$ cat src/rtl/tpm_pkg.sv
`timescale 1ns/1ps
package tpm_pkg;
  localparam int REG_W = 8;
  localparam int IDX_W = 3;
  localparam int NT_QUADS = 4;
  localparam int QUAD_IDX_W = $clog2(NT_QUADS);
  localparam int MIR_EXT_BIT = 3;
  localparam int NIB_W = 4;

  localparam logic [NIB_W-1:0] PAGE_LO   = 4'h9;
  localparam logic [NIB_W-1:0] PAGE_HI   = 4'hA;
  localparam logic [NIB_W-1:0] PAGE_QUAD = 4'hB;
  localparam logic [NIB_W-1:0] PAGE_CTRL = 4'hD;
  localparam logic [IDX_W-1:0] MIRROR_IDX = 3'd1;

  typedef enum logic [1:0] {
    LAYOUT_VERT = 2'd0,
    LAYOUT_HORZ = 2'd1,
    LAYOUT_LOW  = 2'd2,
    LAYOUT_HIGH = 2'd3
  } ntLayout_e;

  typedef struct packed {
    logic             loWr;
    logic             hiWr;
    logic             quadWr;
    logic             mirWr;
    logic [IDX_W-1:0] idx;
    logic [REG_W-1:0] data;
  } regStrobe_t;
endpackage

$ cat src/rtl/tpm_ctrl.sv
`timescale 1ns/1ps
module tpm_ctrl
  import tpm_pkg::*;
#(
  parameter int ADDR_W = 16
) (
  input  logic              wrEn,
  input  logic [ADDR_W-1:0] wrAddr,
  input  logic [REG_W-1:0]  wrData,
  output regStrobe_t        stb
);
  logic [NIB_W-1:0] pageNib;
  logic [IDX_W-1:0] idx;

  assign pageNib = wrAddr[ADDR_W-1 -: NIB_W];
  assign idx     = wrAddr[IDX_W-1:0];

  always_comb begin
    stb        = '0;
    stb.idx    = idx;
    stb.data   = wrData;
    stb.loWr   = wrEn && (pageNib == PAGE_LO);
    stb.hiWr   = wrEn && (pageNib == PAGE_HI);
    stb.quadWr = wrEn && (pageNib == PAGE_QUAD) && (int'(idx) < NT_QUADS);
    stb.mirWr  = wrEn && (pageNib == PAGE_CTRL) && (idx == MIRROR_IDX);
  end
endmodule

$ cat src/rtl/tpm_bankpath.sv
`timescale 1ns/1ps
module tpm_bankpath
  import tpm_pkg::*;
#(
  parameter int BANKS      = 8,
  parameter int PAGE_SHIFT = 10,
  parameter int PPU_AW     = 14
) (
  input  logic                 clk,
  input  logic                 rstN,
  input  regStrobe_t           stb,
  input  logic [1:0]           chrMode,
  input  logic [PPU_AW-1:0]    ppuAddr,
  output logic [2*REG_W-1:0]   chrPage
);
  localparam int SLOT_W = $clog2(BANKS);
  localparam int PAGE_W = 2 * REG_W;

  logic [REG_W-1:0] loQ [BANKS];
  logic [REG_W-1:0] hiQ [BANKS];

  for (genvar g = 0; g < BANKS; g++) begin : g_bank
    always_ff @(posedge clk or negedge rstN) begin
      if (!rstN) begin
        loQ[g] <= '0;
        hiQ[g] <= '0;
      end else begin
        if (stb.loWr && stb.idx == IDX_W'(g)) loQ[g] <= stb.data;
        if (stb.hiWr && stb.idx == IDX_W'(g)) hiQ[g] <= stb.data;
      end
    end
  end

  logic [SLOT_W-1:0] slot;
  logic [1:0]        shiftAmt;
  logic [SLOT_W-1:0] lowMask;
  logic [SLOT_W-1:0] selBank;
  logic [PAGE_W-1:0] bankVal;

  always_comb begin
    slot     = ppuAddr[PAGE_SHIFT +: SLOT_W];
    shiftAmt = ~chrMode;
    lowMask  = ~({SLOT_W{1'b1}} << shiftAmt);
    selBank  = slot & ~lowMask;
    bankVal  = {hiQ[selBank], loQ[selBank]};
    chrPage  = (bankVal << shiftAmt) | PAGE_W'(slot & lowMask);
  end
endmodule

$ cat src/rtl/tpm_ntpath.sv
`timescale 1ns/1ps
module tpm_ntpath
  import tpm_pkg::*;
(
  input  logic       clk,
  input  logic       rstN,
  input  regStrobe_t stb,
  input  logic [1:0] quadSel,
  output logic       ntSel
);
  logic [NT_QUADS-1:0] quadQ;
  logic [1:0]          mirQ;
  logic                extQ;
  ntLayout_e           layout;

  always_ff @(posedge clk or negedge rstN) begin
    if (!rstN) begin
      quadQ <= '0;
      mirQ  <= 2'd0;
      extQ  <= 1'b0;
    end else begin
      if (stb.quadWr) quadQ[stb.idx[QUAD_IDX_W-1:0]] <= stb.data[0];
      if (stb.mirWr) begin
        mirQ <= stb.data[1:0];
        extQ <= stb.data[MIR_EXT_BIT];
      end
    end
  end

  always_comb begin
    if (extQ) begin
      case ({quadQ[0], quadQ[1], quadQ[2], quadQ[3]})
        4'b0000: layout = LAYOUT_LOW;
        4'b1111: layout = LAYOUT_HIGH;
        4'b0101: layout = LAYOUT_VERT;
        default: layout = LAYOUT_HORZ;
      endcase
    end else begin
      layout = ntLayout_e'(mirQ);
    end
    case (layout)
      LAYOUT_VERT: ntSel = quadSel[0];
      LAYOUT_HORZ: ntSel = quadSel[1];
      LAYOUT_LOW:  ntSel = 1'b0;
      default:     ntSel = 1'b1;
    endcase
  end
endmodule

$ cat src/rtl/tile_page_mapper.sv
`timescale 1ns/1ps
module tile_page_mapper
  import tpm_pkg::*;
#(
  parameter int BANKS      = 8,
  parameter int ADDR_W     = 16,
  parameter int PPU_AW     = 14,
  parameter int PAGE_SHIFT = 10
) (
  input  logic                clk,
  input  logic                rstN,
  input  logic                wrEn,
  input  logic [ADDR_W-1:0]   wrAddr,
  input  logic [REG_W-1:0]    wrData,
  input  logic [1:0]          chrMode,
  input  logic [PPU_AW-1:0]   ppuAddr,
  output logic [2*REG_W-1:0]  chrPage,
  output logic                ntSel
);
  regStrobe_t stb;

  tpm_ctrl #(.ADDR_W(ADDR_W)) u_ctrl (
    .wrEn   (wrEn),
    .wrAddr (wrAddr),
    .wrData (wrData),
    .stb    (stb)
  );

  tpm_bankpath #(
    .BANKS      (BANKS),
    .PAGE_SHIFT (PAGE_SHIFT),
    .PPU_AW     (PPU_AW)
  ) u_bank (
    .clk     (clk),
    .rstN    (rstN),
    .stb     (stb),
    .chrMode (chrMode),
    .ppuAddr (ppuAddr),
    .chrPage (chrPage)
  );

  tpm_ntpath u_nt (
    .clk     (clk),
    .rstN    (rstN),
    .stb     (stb),
    .quadSel (ppuAddr[PAGE_SHIFT +: 2]),
    .ntSel   (ntSel)
  );
endmodule

$ cat config.mk
export PLATFORM = sky130hd
export DESIGN_NAME = tile_page_mapper
export DESIGN_NICKNAME = d
export VERILOG_FILES = /design/src/rtl/tpm_pkg.sv /design/src/rtl/tpm_ctrl.sv /design/src/rtl/tpm_bankpath.sv /design/src/rtl/tpm_ntpath.sv /design/src/rtl/tile_page_mapper.sv
export SDC_FILE = /design/constraint.sdc
export NUM_CORES = 1
export LEC_CHECK = 0
export BUFFER_PORTS_ARGS = -buffer_cell sky130_fd_sc_hd__buf_2
export CORE_ASPECT_RATIO = 0.75
export CORE_MARGIN = 2
export CORE_UTILIZATION = 34
export CTS_BUF_LIST = sky130_fd_sc_hd__clkbuf_16
export CTS_CLUSTER_DIAMETER = 80
export CTS_CLUSTER_SIZE = 25
export DETAILED_ROUTE_END_ITERATION = 7
export RECOVER_POWER = 25
export SYNTH_ARGS = -nofsm -noshare
export SYNTH_HDL_FRONTEND = slang
export SYNTH_SLANG_ARGS = --single-unit
$ cat constraint.sdc
create_clock -name clk -period 1.6 [get_ports clk]
set_input_delay 0 -clock clk [delete_from_list [all_inputs] [get_ports clk]]
set_output_delay 0 -clock clk [all_outputs]
set_load 0.01 [all_outputs]
After elaboration in Yosys (flattened, before gate mapping)
Index checks and enable logic that the tools add are counted.
Widths: inputs -> output; s select.
{ "word_totals": {"word_cells": 85, "inputBits": 43, "mem_count": 0, "mem_bits_ro": 0, "register_bits": 135, "ram_bits": 0, "output_inout_bits": 17, "latchBits": 0} }
{ "op_classes": {"n_div": 0, "n_reduce_logical": 26, "n_lt_le_gt_ge": 4, "mux": 12, "shifts": 2, "bitwise": 7, "mul": 0, "eq_ne": 15, "n_addsub": 0} }
{ "ops": {"columns": ["operator", "count"], "rows": [
  ["$bmux 8 s3", 2],
  ["$mux 8", 4],
  ["$logic_and 1x1->1", 23],
  ["$eq 4x4->1 const B", 5],
  ["$or 16x16->16", 1],
  ["$shl 16x2->16", 1],
  ["$eq 3x3->1 const B", 4],
  ["$and 3x3->3", 2],
  ["$eq 3x2->1 const B", 2],
  ["$not 3->3", 2],
  ["$pmux 2 s3", 1],
  ["$bwmux 4", 1],
  ["$eq 4x3->1 const B", 1],
  ["$ge 4x4->1 const B", 1],
  ["$logic_not 4->1", 1],
  ["$not 3->4", 1],
  ["$eq 3x1->1 const B", 1],
  ["$logic_not 3->1", 1],
  ["$lt 2x3->1 const B", 1],
  ["$lt 3x3->1 const B", 1],
  ["$pmux 1 s3", 1],
  ["$shl 3x2->3 const A", 1],
  ["$demux 1 s2", 1],
  ["$eq 2x1->1 const B", 1],
  ["6 further kinds", 6]
]} }

Logic depth before layout (Yosys ltp)
{ "depth": {"word_depth": 11, "depth_mapped": 8} }

Cells and area by module
Synthesis repeated with hierarchy kept, for this count alone.
{ "hier_totals": {"hier_cells": 609, "hier_area_um2": 7118.1} }
{ "modules_own_cells": {"columns": ["module", "cells_per_inst", "area_each_um2", "instances", "seq_area_each_um2"], "rows": [
  ["tpm_bankpath", 559, 6621.4, 1, 3203.1],
  ["tpm_ntpath", 31, 351.6, 1, 175.2],
  ["tpm_ctrl", 19, 145.1, 1, 0.0]
]} }

Worst setup path after synthesis
No wires, ideal clock.
{ "synth_path": {"path_kind": "register to output", "start": "reg u_bank.hiQ[23] (netlist bit)", "end": "out chrPage[15]", "path_stages_with_launch": 6, "path_slack_ns": 0.048, "n_path_buf": 0, "arrival_time_ns": 1.552, "cell_sequence": "dfrtp_1 and2_0 mux4_2 a211oi_1 o32ai_1 a221o_1"} }
{ "synth_via": {"elab_chain_cells": 5} }
{ "synth_rtl": {"columns": ["item", "line_no", "rtl"], "rows": [
  ["from (decl)", "tpm_bankpath.sv:20", "logic [REG_W-1:0] hiQ [BANKS];"],
  ["from (signal, indexed assignment)", "tpm_bankpath.sv:29", "if (stb.hiWr && stb.idx == IDX_W'(g)) hiQ[g] <= stb.data;"],
  ["$bmux 8 s3", "tpm_bankpath.sv:45", "bankVal = {hiQ[selBank], loQ[selBank]};"],
  ["$mux 8 (implied by the code) (2 in series)", "tpm_bankpath.sv:45", null],
  ["$shl 16x2->16", "tpm_bankpath.sv:46", "chrPage = (bankVal << shiftAmt) | PAGE_W'(slot & lowMask);"],
  ["$or 16x16->16", "tpm_bankpath.sv:46", null],
  ["to (decl)", "tile_page_mapper.sv:17", "output logic [2*REG_W-1:0] chrPage,"]
]} }
Every way passes these cells. The select of a mux whose other input is x is not followed.

Worst setup path in the final report
Same ends and word-level chain as after synthesis.

==> metrics.yaml <==
ios: 60
synthMuxAreaShare_pct: 28.7
power-per-cell-area_mw_per_mm2: 1030
synth_compound_area_share_pct: 10.6
final_nets: 734
synthTopCellsByArea: "dfrtp_1 (47%), mux2_2 (22%), mux4_2 (4.1%), a21oi_1 (2.9%), nand2_1 (2.7%)"
rsz0062_at_grt: "yes"
synthTopCellsByCount: "mux2_2 (137), dfrtp_1 (135), nand2_1 (51)"
min_period_ns: 2.19
placed_cell_area_mm2: 0.00812
synthAdderAreaFrac_pct: 0
syn_nets: 658
vias_per_cell: 5.48
cts_inserted_buffers: 17
rrSetupSlack_ns: 0.71
ys_ff_latch: 135
yosys.area_share.simple_pct: 10.2
setup.worst_path.start_class: "register"
die_height_um: 130
slew-limit-headroom_pct: 15.1
hold_violations: 0
routed_wl_mm: 20.1
track_usage_pct: 19.1
outcome: "finished, violations left"
synth_edf_count: 0
synthArstFlopShare_pct: 100
drive_above_1_share_pct: 44.6
port_buffers: 39
grt_pass1_vias: 5555
max_freq_mhz: 456
hp-class: "in2reg"
start_util_pct: 35.0
ys_seq_area_share_pct: 47.2
fin_area_mm2: 0.00891
cts_tree: "built"
synthesis.area_mm2: 0.00716
maxCapViolations: 0
fin_total_pwr_mw: 9.20
path_max_fanout: 2
coreArea_mm2: 0.0204
synth_top_family_by_area: "multiplexers"
tightest_slew_ns: 1.27
crit_required_ns: 1.60
first_iter_violations: 414
synthCells: 615
ant_nets: 0
critPathCaptureType: "output pin"
vdd_drop_max_mv: 0.577
yosysWarnings: 0
clock_skew_ns: 0
setup_viol: 16
synth_cell_types: 46
crit_type: "reg2out"
drc_errors: 0
num_vias: 5402
synth.avg_cell_area_um2: 11.6
netlist.area_leader.share_pct: 47.2
grt_max_degree: 47
arrival_ns: 2.19
gp_congestion: 0.840
path_clk_slew_ns: 0.06
die_area_mm2: 0.0222
detail_route.wl_per_cell_um: 20.4
h-tree-depth: 4
synth_ff_type: "dfrtp_1"
synth.most_common_cell: "mux2_2"
antennaDiodeCount: 0
clock_path_buffers: 2
first_pass_iters: 4
fin_crit_sh_pct: 137
cts.sinks: 135
antenna_found_initial: 0
grt_pass1_wl_mm: 31.9
core.rowCount: 45
violations: "negative setup slack"
grt-ovfl-total: 0
area_growth_pct: 24.5
synth_xor_xnor_area_share_pct: 0.122
place_hpwl_mm: 14.2
clk_latency_ns: 0.42
cts_root_buf: "clkbuf_16"
p_leak_nw: 4.15
synth_area_leader_cell: "dfrtp_1"
die_w_um: 172
slew_viol_final: 0
setup_slack_ns: -0.592
## stage by stage
step           util (%)  hold WS (ns)  setup WS (ns)  setup TNS [ns]  instances
5_1_grt            43.6        0.0864         -0.663           -8.17        986
2_1_floorplan         -        -0.296         0.0480               0        615
3_3_place_gp       39.7       -0.0267         -0.296           -3.68        948
6_report           43.6        0.0750         -0.592           -7.07        986
4_1_cts            43.3        0.0742         -0.589           -7.12        984
3_5_place_dp       39.7       -0.0262         -0.307           -4.18        948
## area by class of cell
type                            count  area (um2)
Multi-Input combinational cell    426        3650
Fill cell                        1911       11500
Tap cell                          282         353
Clock buffer                       17         425
Inverter                            6        22.5
Sequential cell                   135        3380
Timing Repair Buffer              105         907
Clock inverter                     15         178
## flip-flops by register name, indices dropped and copies added, names as in the netlist
signal      flops
u_bank.hiQ     64
u_nt.mirQ       2
u_nt.extQ       1
u_bank.loQ     64
u_nt.quadQ      4
## power by group
part / internal [mW] / switching, mW
Clock: 2.45 / 1.55
Combinational: 0.655 / 0.670
Sequential: 3.70 / 0.174
## logic make-up (layout without fill, tap and decap cells)
| group | Yosys count | in the layout |
|---|---|---|
| and+or+nand+nor | 146 | 146 |
| DFF | 135 | 135 |
| buffers and inverters | 54 | 143 |
| muxes | 171 | 171 |
| AOI/OAI and AO/OA | 108 | 108 |
| xor gates and xnor gates | 1 | 1 |
## cells in the final DEF (no fill, tap or decap), types with 8 or more instances in the layout
master	count
mux2_2	136
dfrtp_1	135
buf_4	52
nand2_1	50
a21oi_1	37
nand3_1	27
buf_2	27
mux2i_1	17
clkbuf_16	17
nor2_1	16
nor2b_1	15
mux4_2	13
buf_6	13
buf_12	11
o221ai_1	10
a21o_1	10
inv_1	8
o21ai_0	8
nand2b_1	8
o32a_1	8
## what timing repair did
| item | CTS | global route |
|---|---|---|
| resized for setup | 22 | 15 |
| pin swaps | 24 | 8 |
| hold buffers | 1 | 0 |
| buffers inserted | 3 | 2 |
| setup endpoints to repair | 17 | 17 |
| endpoints found under the hold margin | 114 | 0 |
## routing by layer
metal  GRT usage, %  share of wire, %  wire length [um]
met2           28.2                44              8840
met3           3.48               4.8               965
met5              0                 0                 0
met4           5.28               1.2               250
met1           28.6                50             10000
## worst paths after layout
path / to / depth (start not counted) / start
min: u_bank.loQ[57] / 2 / wrData[1]
max: chrPage[15] / 6 / u_bank.hiQ[23]
max reg2reg: u_bank.loQ[24] / 2 / u_bank.loQ[24]
min in group asynchronous: u_bank.hiQ[46] / 2 / rstN
max in group asynchronous: u_bank.hiQ[43] / 3 / rstN
min reg2reg: u_bank.loQ[33] / 1 / u_bank.loQ[33]
## worst max-delay path, stage by stage, from the launching register on
cell and delay (ns):
dfrtp_1 0.38, and2_0 0.15, mux4_2 0.47, a211oi_2 0.23, o32ai_2 0.10, a221o_1 0.29, buf_2 0.15
(Power assumes the default switching activity.)
